===== src/rtl/optbyte_loader.sv =====
module optbyte_loader #(
  parameter int                 N         = 8,
  parameter int                 ADDR_W    = 32,
  parameter logic [ADDR_W-1:0]  BASE_ADDR = 32'h0000_0800,
  parameter int                 READ_LAT  = 2
) (
  input  logic              clk,
  input  logic              rst_n,
  output logic              rd_req,
  output logic [ADDR_W-1:0] rd_addr,
  input  logic [15:0]       rd_data,
  output logic              done,
  output logic [N-1:0]      opt_err,
  output logic [8*N-1:0]    opt_bytes
);

  localparam int IDX_W = (N > 1) ? $clog2(N) : 1;
  localparam int CNT_W = $clog2(READ_LAT + 1);
  localparam int RC_W  = $clog2(N + 1);

  function automatic logic [8*N-1:0] safe_vec();
    logic [8*N-1:0] v;
    for (int i = 0; i < N; i++)
      v[8*i +: 8] = (i >= 1 && i <= 3) ? 8'hFF : 8'h00;
    return v;
  endfunction

  localparam logic [8*N-1:0] SAFE_VEC = safe_vec();

  typedef enum logic [2:0] {S_START, S_REQ, S_WAIT, S_SETTLE, S_READY} state_t;

  state_t           state;
  logic [IDX_W-1:0] idx;
  logic [CNT_W-1:0] cnt;
  logic [8*N-1:0]   val_q;
  logic [N-1:0]     err_q;

  wire pair_ok  = (rd_data[15:8] == ~rd_data[7:0]);
  wire cmp_now  = (state == S_WAIT) && (cnt == CNT_W'(READ_LAT));
  wire last_idx = (idx == IDX_W'(N - 1));

  assign rd_req    = (state == S_REQ);
  assign rd_addr   = BASE_ADDR + ADDR_W'({idx, 1'b0});
  assign done      = (state == S_READY);
  assign opt_bytes = done ? val_q : SAFE_VEC;
  assign opt_err   = done ? err_q : '0;

  always_ff @(posedge clk or negedge rst_n) begin
    if (!rst_n) begin
      state <= S_START;
      idx   <= '0;
      cnt   <= '0;
    end else begin
      case (state)
        S_START: state <= S_REQ;
        S_REQ: begin
          cnt   <= CNT_W'(1);
          state <= S_WAIT;
        end
        S_WAIT: begin
          if (cmp_now) begin
            if (last_idx) state <= S_SETTLE;
            else begin
              idx   <= idx + 1'b1;
              state <= S_REQ;
            end
          end else begin
            cnt <= cnt + 1'b1;
          end
        end
        S_SETTLE: state <= S_READY;
        default:  state <= S_READY;
      endcase
    end
  end

  always_ff @(posedge clk or negedge rst_n) begin
    if (!rst_n) begin
      val_q <= SAFE_VEC;
      err_q <= '0;
    end else if (cmp_now) begin
      val_q[8*idx +: 8] <= pair_ok ? rd_data[7:0] : SAFE_VEC[8*idx +: 8];
      err_q[idx]        <= ~pair_ok;
    end
  end

  logic [ADDR_W-1:0] prev_addr;
  logic              seen_req;
  logic [RC_W-1:0]   req_cnt;

  always_ff @(posedge clk or negedge rst_n) begin
    if (!rst_n) begin
      prev_addr <= '0;
      seen_req  <= 1'b0;
      req_cnt   <= '0;
    end else if (rd_req) begin
      prev_addr <= rd_addr;
      seen_req  <= 1'b1;
      req_cnt   <= req_cnt + 1'b1;
    end
  end

  // ascending addresses in steps of one 16-bit word
  a_r1_addr_step: assert property (@(posedge clk) disable iff (!rst_n)
    (rd_req && seen_req) |-> (rd_addr == prev_addr + ADDR_W'(2)));

  // each request lasts a single cycle
  a_r1_single_pulse: assert property (@(posedge clk) disable iff (!rst_n)
    rd_req |=> !rd_req);

  // exactly N requests by the time loading is finished
  a_r1_req_count: assert property (@(posedge clk) disable iff (!rst_n)
    done |-> (req_cnt == RC_W'(N)));

  // done is sticky until reset
  a_r5_done_sticky: assert property (@(posedge clk) disable iff (!rst_n)
    done |=> done);

  // no storage traffic after loading
  a_r7_no_req_after_done: assert property (@(posedge clk) disable iff (!rst_n)
    done |-> !rd_req);

  // outputs frozen while running
  a_r7_frozen: assert property (@(posedge clk) disable iff (!rst_n)
    (done && $past(done)) |-> ($stable(opt_bytes) && $stable(opt_err)));

endmodule


===== config.mk =====
export PLATFORM = sky130hd
export DESIGN_NAME = optbyte_loader
export DESIGN_NICKNAME = d
export VERILOG_FILES = /design/src/rtl/optbyte_loader.sv
export SDC_FILE = /design/constraint.sdc
export NUM_CORES = 1
export LEC_CHECK = 0
export BUFFER_PORTS_ARGS = -buffer_cell sky130_fd_sc_hd__buf_4
export CORE_MARGIN = 2
export CORE_UTILIZATION = 57
export CTS_CLUSTER_SIZE = 24
export DETAILED_ROUTE_END_ITERATION = 10
export GPL_TIMING_DRIVEN = 0
export PLACE_DENSITY_LB_ADDON = 0.15
export SYNTH_ARGS = -nofsm -noshare
export SYNTH_HDL_FRONTEND = slang
export SYNTH_SLANG_ARGS = --single-unit

===== constraint.sdc =====
create_clock -name clk -period 4 [get_ports clk]
set_input_delay 0.8 -clock clk [delete_from_list [all_inputs] [get_ports clk]]
set_output_delay 0.8 -clock clk [all_outputs]
set_load 0.005 [all_outputs]

# Yosys cells after proc, flatten, opt, wreduce, memory -nomap -nowiden
# Index checks and enable logic that the tools add are counted.
[classes]
n_addsub = 4
n_mul = 0
div_mod_pow = 0
order_cmp = 2
n_eq_ne = 8
shifts = 3
mux = 12
bitwise_logic = 3
n_reduce_logical = 6
[ops]
columns = ["operator", "count"]
rows = [
  ["bitwise mux 64 bit", 1],
  ["2-to-1 mux 64 bit", 1],
  ["variable shift 8 x 34 -> 64 bit, first input constant", 1],
  ["variable part select 64 x 7 -> 8 bit, first input constant", 1],
  ["variable part select 8 x 34 -> 64 bit", 1],
  ["negation 6 -> 34 bit", 1],
  ["2-to-1 mux 8 bit", 2],
  ["adder 12 x 4 -> 13 bit, first input constant", 1],
  ["one-hot mux 3 bit (3 select lines)", 1],
  ["bitwise mux 8 bit", 1],
  ["== test 8 bit", 1],
  ["NOT 8 bit", 1],
  ["== test 3 bit, second input constant", 2],
  ["< comparator 3 x 4 -> 1 bit, second input constant", 1],
  ["2-to-1 mux 2 bit", 2],
  ["inequality test 2 bit, second input constant", 2],
  ["one-hot mux 2 bit (2 select lines)", 1],
  ["adder 3 x 1 -> 3 bit, second input constant", 1],
  ["demux 1 bit (select 3 bit)", 1],
  ["== test 3 x 1 -> 1 bit, second input constant", 1],
  ["== test 3 x 2 -> 1 bit, second input constant", 1],
  [">= comparator 3 x 1 -> 1 bit, second input constant", 1],
  ["zero test 3 bit", 1],
  ["2-to-1 mux 3 bit", 1],
  ["other kinds (8)", 10],
]
[totals]
reg_bits = 80
latchBits = 0
ramBits = 0
mem_bits_ro = 0
memories = 0

# Longest topological paths before layout
[depth]
depth_word = 5
mapped_depth = 9
depth_no_buf = 7

# Least setup slack after synthesis
# Ideal clock, no wire load.
[synth_timing]
kind = "flip-flop to flip-flop"
start = "register idx[0]"
end = "register val_q[47]"
setup_ps = 82
arrival_time_ps = 2279
required_time_ps = 3918
setup_slack_ps = 1639
path_stages_with_launch = 9
path_buffers = 1
period_less_slack_ps = 2361
path_cell_list = "dfrtp_1 > inv_2 > ha_1 > ha_1 > or3b_1 > nor3_2 > buf_4 > nor2_1 > a31oi_1"
[synth_via]
elab_chain_cells = 4
[synth_rtl]
columns = ["element", "line", "rtl"]
rows = [
  ["from (decl)", "33", "logic [IDX_W-1:0] idx;"],
  ["from (signal assigned)", "64", "idx <= idx + 1'b1;"],
  ["variable part select 64 x 7 -> 8 bit", "82", "val_q[8*idx +: 8] <= pair_ok ? rd_data[7:0] : SAFE_VEC[8*idx +: 8];"],
  ["2-to-1 mux 8 bit", "82", ""],
  ["variable part select 8 x 34 -> 64 bit", "82", ""],
  ["bitwise mux 64 bit (*)", "82", ""],
  ["to (signal, indexed assignment)", "82", ""],
  ["to (decl)", "35", "logic [8*N-1:0] val_q;"],
]
# Mark *: on every way between the ends. The rest lies on a longest branch, timed or not.
# A chain may end at the register's enable or synchronous reset.

# Final worst setup path
[layout_timing]
start = "register state[0]"
end = "output port opt_bytes[6]"
[layout_via]
elab_chain_cells = 2
[layout_rtl]
columns = ["element", "line", "rtl"]
rows = [
  ["from (decl)", "32", "state_t state;"],
  ["from (signal assigned)", "50", "state <= S_START;"],
  ["from (signal assigned)", "55", "S_START: state <= S_REQ;"],
  ["from (signal assigned)", "58", "state <= S_WAIT;"],
  ["== test 3 bit", "44", "assign done = (state == S_READY);"],
  ["2-to-1 mux 64 bit", "45", "assign opt_bytes = done ? val_q : SAFE_VEC;"],
  ["to (decl)", "14", "output logic [8*N-1:0] opt_bytes"],
]
# No other way between the ends.

==> results.toml <==
[route]
drc = 0
drtAntennaViolNets = 0
vias = 3684
firstDrtPassIters = 5
avgRoutedWirePerCell_um = 15.4
viasPerCell = 5.43
routed_wl_um = 10500
drtIter0Drc = 230

[timing]
setup_ws_ns = 0.740
slew_viol_final = 0
clock_skew_ns = 0.00500
max_freq_mhz = 307
setup_viol = 0
worstMarginPinSlew_ns = 0.974
period_share_pct = 81.5
max_slew_margin_pct = 35.0
min_period_ns = 3.26
final.setup.tns_ns = 0
rsz0062_at_grt = "false"
hold_viol = 0

[clock_network]
htreeDepth = 3
clock-root-buffer = "clkbuf_8"
cts_hold_buf = 0
cts_tree = "built"
cts_sinks = 80
cts_setup_buffers = 0
cts_buffers = 9
cts_resized = 0
clock_latency_ns = 0.36
clock_path_buffers = 2
clk_pin_slew_worst_paths_ns = 0.08

[global_route]
grt_pass1_vias = 3413
track_usage_pct = 25.6
antenna_found_initial = 0
overflow = 0
grt_max_degree = 81
grt_pass1_wl_um = 17000

[logic_synthesis]
async_flop_share_pct = 100
ys.flop_type = "dfrtp_1"
avgSynthCellArea_um2 = 9.89
synth_edf_count = 0
yosysSeqAreaShare_pct = 46.4
yosysTopAreaCellShare_pct = 32.0
yosysUniqueCellTypes = 41
ys_ff_latch = 80
synth_top_area_cell = "dfrtp_1"
synthTopCellsByArea = "dfrtp_1 32%, dfstp_2 14%, a31oi_1 9.1%"
yosysWarnings = 0
syn-cell-area_um2 = 4380
syn_inst = 443

[hold_path]
hold_class = "reg2reg"
min_from = "val_q[10]"
holdPathStages = 2
holdPathEnd = "val_q[10]"

[power]
clkPwrFrac_pct = 40.3
p_leak_nw = 2.47
switchingPower_uw = 373
power_mw = 1.53
vdd_drop_max_uv = 164
p_comb_share_pct = 6.4
pwr-share-seq_pct = 53.4
pwr_density_cell_nw_per_um2 = 277
switching_share_pct = 24.4
power.internal_mw = 1.16

[floorplanning]
dieWidth_um = 91.7
num_rows = 31
start_util_pct = 59.7
fp.coreArea_um2 = 7330
die_area_um2 = 8400
boundaryPins = 124
die_y_um = 91.7

[cells_and_area]
fin_nets = 599
final_cell_mix = "126 x buf_4, 64 x a31oi_1, 56 x nor2_1, 56 x dfrtp_1, 49 x and2_1"
fillers = 550
multiInputGateArea_um2 = 2020
diodes = 0
syn_to_final_growth_pct = 25.9
regArea_um2 = 2030
drive_gt1_share_pct = 36.0
mostFrequentLayoutCell = "buf_4"

[job]
cap_viol_max_count = 0

[worst_setup_path]
r2r_cells = 8
worstPathMaxFanout = 10
crit_start = "state[0]"
timing.rr.start = "idx[0]"
cp-start-kind = "register"
end_kind = "output port"
r2r_end = "val_q[46]"
crit_type = "reg2out"
cp_data_required_time_ns = 3.20
regToRegSetupSlack_ns = 1.24
arrival_ns = 2.46

[placement]
portBuffers = 94
routabilityCongestion = 0.761
pre_cts_ws_ns = 1.14
dp_hpwl_um = 7520

[outcome]
status = "finished clean"
## synthesized netlist by cell type, types with 2 or more instances
cell type	count
nor3_2	3
clkbuf_1	8
o21ai_0	2
buf_4	32
dfrtp_1	56
a31oi_1	64
mux2_2	10
nand2_1	5
xnor2_1	9
nand2b_1	28
buf_6	8
a21oi_1	17
nor4_4	5
nor3b_1	9
nand3_1	9
nor2_1	56
inv_1	5
ha_1	6
nor3_1	8
conb_1	2
and2_1	49
buf_2	10
dfstp_2	24
## per-stage QoR
step | std cells | util (%) | hold WS [ns] | cell area, um^2
floorplan | 470 | - | 0.470 | 4480
global placement | 663 | 72.4 | 0.480 | 5310
detailed placement | 663 | 72.4 | 0.487 | 5310
CTS | 679 | 75.2 | 0.499 | 5510
global route | 679 | 75.2 | 0.520 | 5510
finish | 679 | 75.2 | 0.499 | 5510
## layer usage
| metal | share of wire, % | vias up | GRT usage (%) |
|---|---|---|---|
| met2 | 49 | 169 | 42.0 |
| met3 | 7.0 | 17 | 3.45 |
| met4 | 2.0 | 0 | 10.2 |
| met5 | 0 | - | 0 |
| met1 | 42 | 1755 | 34.6 |
| li1 | - | 1743 | - |
## kinds of logic after synthesis
group | share of synthesized area, %
AOI/OAI and AO/OA | 12.1
muxes | 2.57
adders and majority gates | 1.71
DFF | 46.4
and+or+nand+nor | 25.4
buffers and inverters | 9.89
xor gates and xnor gates | 1.80
other | 0.171
## worst max-delay path, cell delays in order (launching register included)
cell and delay [ns]:
dfrtp_1 0.38, clkbuf_1 0.21, nor3b_2 0.75, clkbuf_1 0.42, and2_1 0.23, buf_4 0.12
## worst max-delay path by stage
stage / endpoint / slack [ns] / cells past startpoint
floorplan: val_q[47] / 1.64 / 8
global placement: opt_bytes[12] / 1.19 / 5
detailed placement: opt_bytes[14] / 1.14 / 5
CTS: opt_bytes[6] / 0.73 / 5
global route: opt_bytes[14] / 0.60 / 5
finish: opt_bytes[6] / 0.74 / 5
## registers in the layout, summed over array words and instances (netlist names)
signal	flops
val_q	64
err_q	8
idx	3
state	3
cnt	2
## final cells by class
class / instances / area share, %
tap: 99 / 2.25
sequential: 80 / 36.9
clock inverter: 7 / 1.43
timing repair buffer: 94 / 12.8
clock buffer: 9 / 2.25
buffer: 58 / 7.44
inverter: 6 / 0.409
multi-input combinational: 326 / 36.6
## power groups by stage
stage,sequential (mW),clock (mW),combinational [mW]
4_1_cts,0.815,0.619,0.0979
2_1_floorplan,0.830,0,0.0567
3_3_place_gp,0.830,0,0.0949
5_1_grt,0.816,0.656,0.109
3_5_place_dp,0.830,0,0.0976
6_report,0.816,0.615,0.0977
No activity file was read; power rests on OpenSTA's default activity.
